==> src/rtl/tl_pkg.sv <==
package tl_pkg;
  typedef enum logic [2:0] {
    MODE_IDLE    = 3'd0,
    MODE_HAZ_ON  = 3'd1,
    MODE_HAZ_OFF = 3'd2,
    MODE_LEFT    = 3'd3,
    MODE_RIGHT   = 3'd4
  } mode_e;
endpackage

==> src/rtl/tl_seq_ctrl.sv <==
module tl_seq_ctrl #(
  parameter int SIDE_LAMPS = 3,
  localparam int STEP_W = (SIDE_LAMPS > 1) ? $clog2(SIDE_LAMPS) : 1
) (
  input  logic              clk,
  input  logic              rst,
  input  logic              step_tick,
  input  logic              req_left,
  input  logic              req_right,
  input  logic              req_hazard,
  output tl_pkg::mode_e     mode_q,
  output logic [STEP_W-1:0] step_q,
  output tl_pkg::mode_e     mode_nxt,
  output logic [STEP_W-1:0] step_nxt
);
  import tl_pkg::*;

  localparam logic [STEP_W-1:0] LAST_STEP = STEP_W'(SIDE_LAMPS - 1);
  localparam logic [STEP_W-1:0] ONE_STEP  = STEP_W'(1);

  logic reselect;

  // Candidate next state; the registers take it only on a tick.
  always_comb begin
    mode_nxt = mode_q;
    step_nxt = step_q;
    reselect = 1'b0;
    case (mode_q)
      MODE_HAZ_ON: begin
        mode_nxt = MODE_HAZ_OFF;
        step_nxt = '0;
      end
      MODE_LEFT, MODE_RIGHT: begin
        if (step_q == LAST_STEP) begin
          reselect = 1'b1;
        end else if (req_hazard) begin
          mode_nxt = MODE_HAZ_ON;
          step_nxt = '0;
        end else begin
          step_nxt = step_q + ONE_STEP;
        end
      end
      default: reselect = 1'b1;
    endcase
    if (reselect) begin
      step_nxt = '0;
      if (req_hazard)     mode_nxt = MODE_HAZ_ON;
      else if (req_left)  mode_nxt = MODE_LEFT;
      else if (req_right) mode_nxt = MODE_RIGHT;
      else                mode_nxt = MODE_IDLE;
    end
  end

  always_ff @(posedge clk) begin
    if (rst) begin
      mode_q <= MODE_IDLE;
      step_q <= '0;
    end else if (step_tick) begin
      mode_q <= mode_nxt;
      step_q <= step_nxt;
    end
  end

  // an unfinished sweep without hazard keeps its side and advances one step
  p_sweep_locked_r6: assert property (@(posedge clk) disable iff (rst)
    (step_tick && !req_hazard && (mode_q == MODE_LEFT || mode_q == MODE_RIGHT)
     && step_q != LAST_STEP)
    |=> (mode_q == $past(mode_q) && step_q == $past(step_q) + ONE_STEP));

  // a tick with every request low, taken from idle, stays idle
  p_idle_quiet_r3: assert property (@(posedge clk) disable iff (rst)
    (step_tick && mode_q == MODE_IDLE && !req_hazard && !req_left && !req_right)
    |=> mode_q == MODE_IDLE);
endmodule

==> src/rtl/tl_lamp_map.sv <==
module tl_lamp_map #(
  parameter int SIDE_LAMPS = 3,
  localparam int STEP_W = (SIDE_LAMPS > 1) ? $clog2(SIDE_LAMPS) : 1,
  localparam int LAMP_W = 2 * SIDE_LAMPS
) (
  input  tl_pkg::mode_e     mode,
  input  logic [STEP_W-1:0] step,
  output logic [LAMP_W-1:0] pattern
);
  import tl_pkg::*;

  logic all_on, left_on, right_on;
  assign all_on   = (mode == MODE_HAZ_ON);
  assign left_on  = (mode == MODE_LEFT);
  assign right_on = (mode == MODE_RIGHT);

  // Lamp i counts outward from the centre on each side.
  for (genvar i = 0; i < SIDE_LAMPS; i++) begin : g_side
    assign pattern[SIDE_LAMPS + i]     = all_on | (left_on  && step >= STEP_W'(i));
    assign pattern[SIDE_LAMPS - 1 - i] = all_on | (right_on && step >= STEP_W'(i));
  end
endmodule

==> src/rtl/tail_lamp_seq.sv <==
module tail_lamp_seq #(
  parameter int SIDE_LAMPS = 3,
  localparam int LAMP_W = 2 * SIDE_LAMPS,
  localparam int STEP_W = (SIDE_LAMPS > 1) ? $clog2(SIDE_LAMPS) : 1
) (
  input  logic              clk,
  input  logic              rst,
  input  logic              step_tick,
  input  logic              req_left,
  input  logic              req_right,
  input  logic              req_hazard,
  output logic [LAMP_W-1:0] lamps
);
  import tl_pkg::*;

  mode_e             mode_q, mode_nxt;
  logic [STEP_W-1:0] step_q, step_nxt;
  logic [LAMP_W-1:0] pattern_nxt;

  tl_seq_ctrl #(.SIDE_LAMPS(SIDE_LAMPS)) ctrl_i (
    .clk        (clk),
    .rst        (rst),
    .step_tick  (step_tick),
    .req_left   (req_left),
    .req_right  (req_right),
    .req_hazard (req_hazard),
    .mode_q     (mode_q),
    .step_q     (step_q),
    .mode_nxt   (mode_nxt),
    .step_nxt   (step_nxt)
  );

  tl_lamp_map #(.SIDE_LAMPS(SIDE_LAMPS)) map_i (
    .mode    (mode_nxt),
    .step    (step_nxt),
    .pattern (pattern_nxt)
  );

  // Output register loads the decode of the incoming state, so lamps and state move together.
  always_ff @(posedge clk) begin
    if (rst)            lamps <= '0;
    else if (step_tick) lamps <= pattern_nxt;
  end

  // reset darkens every lamp
  p_reset_dark_r1: assert property (@(posedge clk) rst |=> lamps == '0);

  // no tick, no change
  p_hold_no_tick_r2: assert property (@(posedge clk) disable iff (rst)
    !step_tick |=> $stable(lamps));

  // hazard at a tick from any state but the on phase lights everything
  p_hazard_preempt_r7: assert property (@(posedge clk) disable iff (rst)
    (step_tick && req_hazard && mode_q != MODE_HAZ_ON) |=> lamps == '1);

  // the on phase is always followed by the off phase
  p_hazard_off_r8: assert property (@(posedge clk) disable iff (rst)
    (step_tick && mode_q == MODE_HAZ_ON) |=> lamps == '0);

  // both sides lit together only during the hazard on phase
  p_one_side_r4: assert property (@(posedge clk) disable iff (rst)
    (|lamps[LAMP_W-1:SIDE_LAMPS] && |lamps[SIDE_LAMPS-1:0]) |-> &lamps);
endmodule

==> config.mk <==
export PLATFORM = sky130hd
export DESIGN_NAME = tail_lamp_seq
export DESIGN_NICKNAME = d
export VERILOG_FILES = /design/src/rtl/tl_pkg.sv /design/src/rtl/tl_seq_ctrl.sv /design/src/rtl/tl_lamp_map.sv /design/src/rtl/tail_lamp_seq.sv
export SDC_FILE = /design/constraint.sdc
export NUM_CORES = 1
export LEC_CHECK = 0
export ABC_AREA = 1
export ABC_CLOCK_PERIOD_IN_PS = 4100
export BUFFER_PORTS_ARGS = -buffer_cell sky130_fd_sc_hd__buf_4
export CORE_AREA = 2 2 44 46
export DETAILED_ROUTE_END_ITERATION = 10
export DIE_AREA = 0 0 46 48
export SLEW_MARGIN = 40
export SYNTH_ARGS = -nofsm -noshare
export SYNTH_HDL_FRONTEND = slang
export SYNTH_SLANG_ARGS = --single-unit
==> constraint.sdc <==
create_clock -name clk -period 4.1 [get_ports clk]
set_clock_uncertainty 0.2 [all_clocks]
set_input_delay 0.41 -clock clk [delete_from_list [all_inputs] [get_ports clk]]
set_output_delay 0.41 -clock clk [all_outputs]
set_load 0.05 [all_outputs]
* Yosys cells after proc, flatten, opt, wreduce, memory -nomap -nowiden *
Index checks and enable logic that the tools add are counted.

word-level totals
  logic and storage cells = 40
  output and inout bits = 6
  bits of input ports = 6
  register bits after elaboration = 11

cells by class
  eq/ne operators = 7
  magnitude comparators = 3
  bitwise gates (word level) = 6
  muxes and demuxes = 13
  $add $sub $neg = 1
  reduce and logical (&&, ||, !) cells = 7

operators with widths
  kind                 count
  $mux 3               6
  $eq 3x1->1 const B   2
  $eq 3x2->1 const B   2
  $eq 3x3->1 const B   2
  $logic_and 1x1->1    6
  $mux 2               3
  $or 1x1->1           6
  $pmux 3 s2           1
  $ge 2x1->1 const B   2
  $pmux 2 s2           1
  $add 2x1->2 const B  1
  $eq 2x2->1 const B   1
  $ge 2x2->1 const B   1
  $pmux 1 s2           1
  $reduce_or 2->1      1
  $mux 1               1

* Depth between registers and ports, before layout *
  depth in word-level cells = 8
  depth in mapped cells = 13
  gate-level depth less buffers = 13

* Modules after synthesis *
From an unflattened synthesis, not the netlist that was laid out.

second synthesis, totals
  cells, all modules = 131
  area, all modules = 754.5 µm²

by module, submodules not included
  module         seq. area each (µm²)  instances  area an instance (µm²)  cells each
  tl_seq_ctrl    100.1                 1          429.2                   75
  tail_lamp_seq  120.1                 1          247.7                   38
  tl_lamp_map    0.0                   1          77.6                    18

* Least setup slack after synthesis *
Ideal clock, no wire load.

  path kind = register to register
  start = register ctrl_i.step_q[0]
  end = register lamps[5]
  setup time = 64 ps
  cell stages (with the launch flop) = 12
  clock period less this slack = 1550 ps
  required time = 3836 ps
  path slack = 2550 ps
  data arrival time = 1285 ps
  buffers on the path = 0
  cell sequence = dfxtp_1 inv_1 ha_1 inv_1 nand3_1 a21oi_1 nand2_2 nand2_2 nand2_1 nor2_1 nor2_1 nor2_1

on the way
  word-level cells in the longest chain between the ends = 8

RTL lines
  item                    RTL line             text
  start, declared         tl_seq_ctrl.sv:12    output logic [STEP_W-1:0] step_q,
  start signal, assigned  tl_seq_ctrl.sv:60    step_q <= step_nxt;
  $add 2x1->2             tl_seq_ctrl.sv:40    step_nxt = step_q + ONE_STEP;
  $mux 2                  tl_seq_ctrl.sv:36    end else if (req_hazard) begin
  $mux 2                  tl_seq_ctrl.sv:34    if (step_q == LAST_STEP) begin
  $pmux 2 s2              tl_seq_ctrl.sv:28    case (mode_q)
  $mux 2                  tl_seq_ctrl.sv:45    if (reselect) begin
  $ge 2x2->1              tl_lamp_map.sv:19    assign pattern[SIDE_LAMPS + i] = all_on | (left_on && step >= STEP_W'(i));
  $logic_and 1x1->1       tl_lamp_map.sv:19
  $or 1x1->1 *            tl_lamp_map.sv:19
  end signal, assigned    tail_lamp_seq.sv:42  else if (step_tick) lamps <= pattern_nxt;
  end, declared           tail_lamp_seq.sv:12  output logic [LAMP_W-1:0] lamps

Mark *: on every way between the ends. The rest lies on a longest branch, timed or not.
A chain may end at the register's enable or synchronous reset.

* Worst setup path in the final report *
  start = register ctrl_i.step_q[0]
  end = register lamps[4]

on the way
  word-level cells in the longest chain between the ends = 8

RTL lines
  item               RTL line
  $add 2x1->2        tl_seq_ctrl.sv:40
  $mux 2             tl_seq_ctrl.sv:36
  $mux 2             tl_seq_ctrl.sv:34
  $pmux 2 s2         tl_seq_ctrl.sv:28
  $mux 2             tl_seq_ctrl.sv:45
  $ge 2x1->1         tl_lamp_map.sv:19
  $logic_and 1x1->1  tl_lamp_map.sv:19
  $or 1x1->1 *       tl_lamp_map.sv:19

Marked as above.

==> impl_metrics.ini <==
[global_routing]
antenna_found_initial = 0
grt_pass1_wl_mm = 2.26
grt_max_degree = 18
grt_usage_pct = 14.5
first_global_vias = 558
grt_overflow_total = 0

[timing]
rsz0062_at_grt = no
max_slew_margin_pct = 82.9
report.final.slew_viol_count = 0
fmax_mhz = 592
setup_viol = 0
setup_tns_ns = 0
finalCritPeriodShare_pct = 41.2
timing.final.crit_period_ns = 1.69
hold_viol = 0
layout_setup_ws_ns = 2.41
worstMarginPinSlew_ns = 0.254

[pwr]
p_leak_uw = 0.000406
p_int_uw = 186
clkPwrFrac_pct = 25.0
comb_power_share_pct = 33.0
seq_power_share_pct = 42.0
peakVddDrop_mv = 0.222
power_density_nw_per_um2 = 372
p_sw_share_pct = 36.9
p_sw_uw = 108

[floorplanning]
dieHeight_um = 48
io_pins = 12
die_x_um = 46
die_area_um2 = 2210
initial_utilization_pct = 39.8
row_count = 15
coreArea_um2 = 1690

[routing]
finalWirelength_mm = 1.41
vias_per_cell = 5.02
ant_nets = 0
wl_per_cell_um = 10.1
drc = 0
drt-initial-drc-count = 13
vias = 703
first_pass_iters = 4

[clock_tree]
cts_buffer_depth = 2
clock_sinks = 11
htree_levels = 1
postCtsHoldBufs = 0
post_cts.repair.setup_buffers = 0
clk_latency_ns = 0.27
cts_buffers = 3
clk_pin_slew_worst_paths_ns = 0.07
root_buffer = clkbuf_4
cts_tree = done
cts_resized = 0

[status]
outcome = complete, no violations

[yosys]
syn_area_um2 = 672
synth_area_per_cell_um2 = 6.11
seq_area_frac_synth_pct = 32.8
postSynthNetCount = 117
synth_cell_types = 15
yosys_warnings = 0
syn_inst = 110
ys_ff_latch = 11

[layout]
fin_nets = 131
syn2layout_area_growth_pct = 17.7
diodes = 0
layout-drive-gt1-share_pct = 18.7
fin_area_um2 = 791

[placement]
portBuffers = 11
place_area_um2 = 764
gp_congestion = 0.870
hpwl_mm = 1.10
dp_worst_setup_slack_ns = 2.41

[critical_path]
worstSetupPathType = reg -> reg
cp_max_fo = 5
endpoint_kind = flop
crit_arrival_ns = 1.70
required_ns = 4.11
critical_path.startpoint_type = flop

[worst_hold_path]
min_path_type = in -> reg

[flow_run]
drv_cap = 0
## Yosys cell counts
cell type | n | share of area [%]
clkbuf_1 | 1 | 0.56
inv_1 | 17 | 9.5
nor2_2 | 1 | 0.93
buf_4 | 1 | 1.1
a21oi_1 | 7 | 5.2
o211a_1 | 1 | 1.5
dfxtp_1 | 11 | 33
nand2_1 | 26 | 15
nor2_1 | 17 | 9.5
o21ai_2 | 1 | 1.3
ha_1 | 1 | 1.9
o21ai_0 | 10 | 7.4
nand2_2 | 6 | 5.6
nand3_1 | 9 | 6.7
nand3_2 | 1 | 1.5
## flip-flops by register name, indices dropped and copies added, names as in the netlist
signal	count
ctrl_i.mode_q	3
lamps	6
ctrl_i.step_q	2
## worst paths after layout
path / start / to / slack, ns / depth (start not counted)
worst max register to register: ctrl_i.step_q[0]$_SDFFE_PP0P_ / lamps[4]$_SDFFE_PP0P_ / 2.41 / 11
worst min-delay path: rst / ctrl_i.mode_q[0]$_SDFFE_PP0P_ / 0.16 / 2
worst max-delay path: ctrl_i.step_q[0]$_SDFFE_PP0P_ / lamps[4]$_SDFFE_PP0P_ / 2.41 / 11
worst min register to register: ctrl_i.step_q[0]$_SDFFE_PP0P_ / ctrl_i.step_q[0]$_SDFFE_PP0P_ / 0.28 / 1
## placed cells by master, fill, tap and decap left out
cell / instances
clkbuf_1: 1
nand3_1: 9
buf_4: 11
inv_1: 17
nor2_1: 17
ha_1: 1
a21oi_1: 7
o21ai_2: 1
dfxtp_1: 11
nand2_2: 6
nand3_2: 1
o211a_1: 1
o21ai_0: 10
nor2_2: 1
nand2_1: 26
clkbuf_4: 3
## worst max-delay path, cell delays in order, from the launching register on
cell	delay, ns
dfxtp_1	0.33
inv_1	0.06
ha_1	0.24
inv_1	0.12
nand3_1	0.10
a21oi_1	0.16
nand2_2	0.07
nand2_2	0.08
nand2_1	0.07
nor2_1	0.09
nor2_1	0.05
nor2_1	0.07
## power by group through the flow
stage	logic [uW]	clock network, uW	registers [uW]
6_report	96.9	73.5	124
5_1_grt	108	81.1	125
3_5_place_dp	97.1	0	126
3_3_place_gp	96.4	0	126
2_1_floorplan	52.8	0	145
4_1_cts	97.7	75.1	124
## cells by family (layout without fill, tap and decap cells)
logic type | after synthesis | after routing | share of synthesized area [%]
AOI/OAI and AO/OA | 19 | 19 | 15.5
DFF | 11 | 11 | 32.8
and+or+nand+nor | 60 | 60 | 38.7
adders and majority gates | 1 | 1 | 1.86
buffers and inverters | 19 | 32 | 11.2
## layer usage
| metal | up-vias | part of all wire [%] | GRT usage, % |
|---|---|---|---|
| li1 | 371 | - | - |
| met4 | 0 | 1.8 | 10.3 |
| met3 | 4 | 4.0 | 2.26 |
| met1 | 310 | 50 | 18.7 |
| met2 | 18 | 45 | 21.9 |
| met5 | - | 0 | 0 |
## final cells by class
class                      instances  area (um2)
tap                               17        21.3
timing repair buffer              11        82.6
clock buffer                       4        26.3
multi-input combinational         80         377
sequential                        11         220
inverter                          17        63.8
fill                             186         898
## through the flow
stage               std cells  utilization, %  power, uW  hold WS [ns]
floorplan                 110               -        198         0.254
global placement          136            45.3        222         0.255
detailed placement        136            45.3        223         0.260
CTS                       140            46.8        296         0.155
global route              140            46.8        314         0.154
finish                    140            46.8        294         0.156
Note: power is estimated with default switching activity, not from simulation.
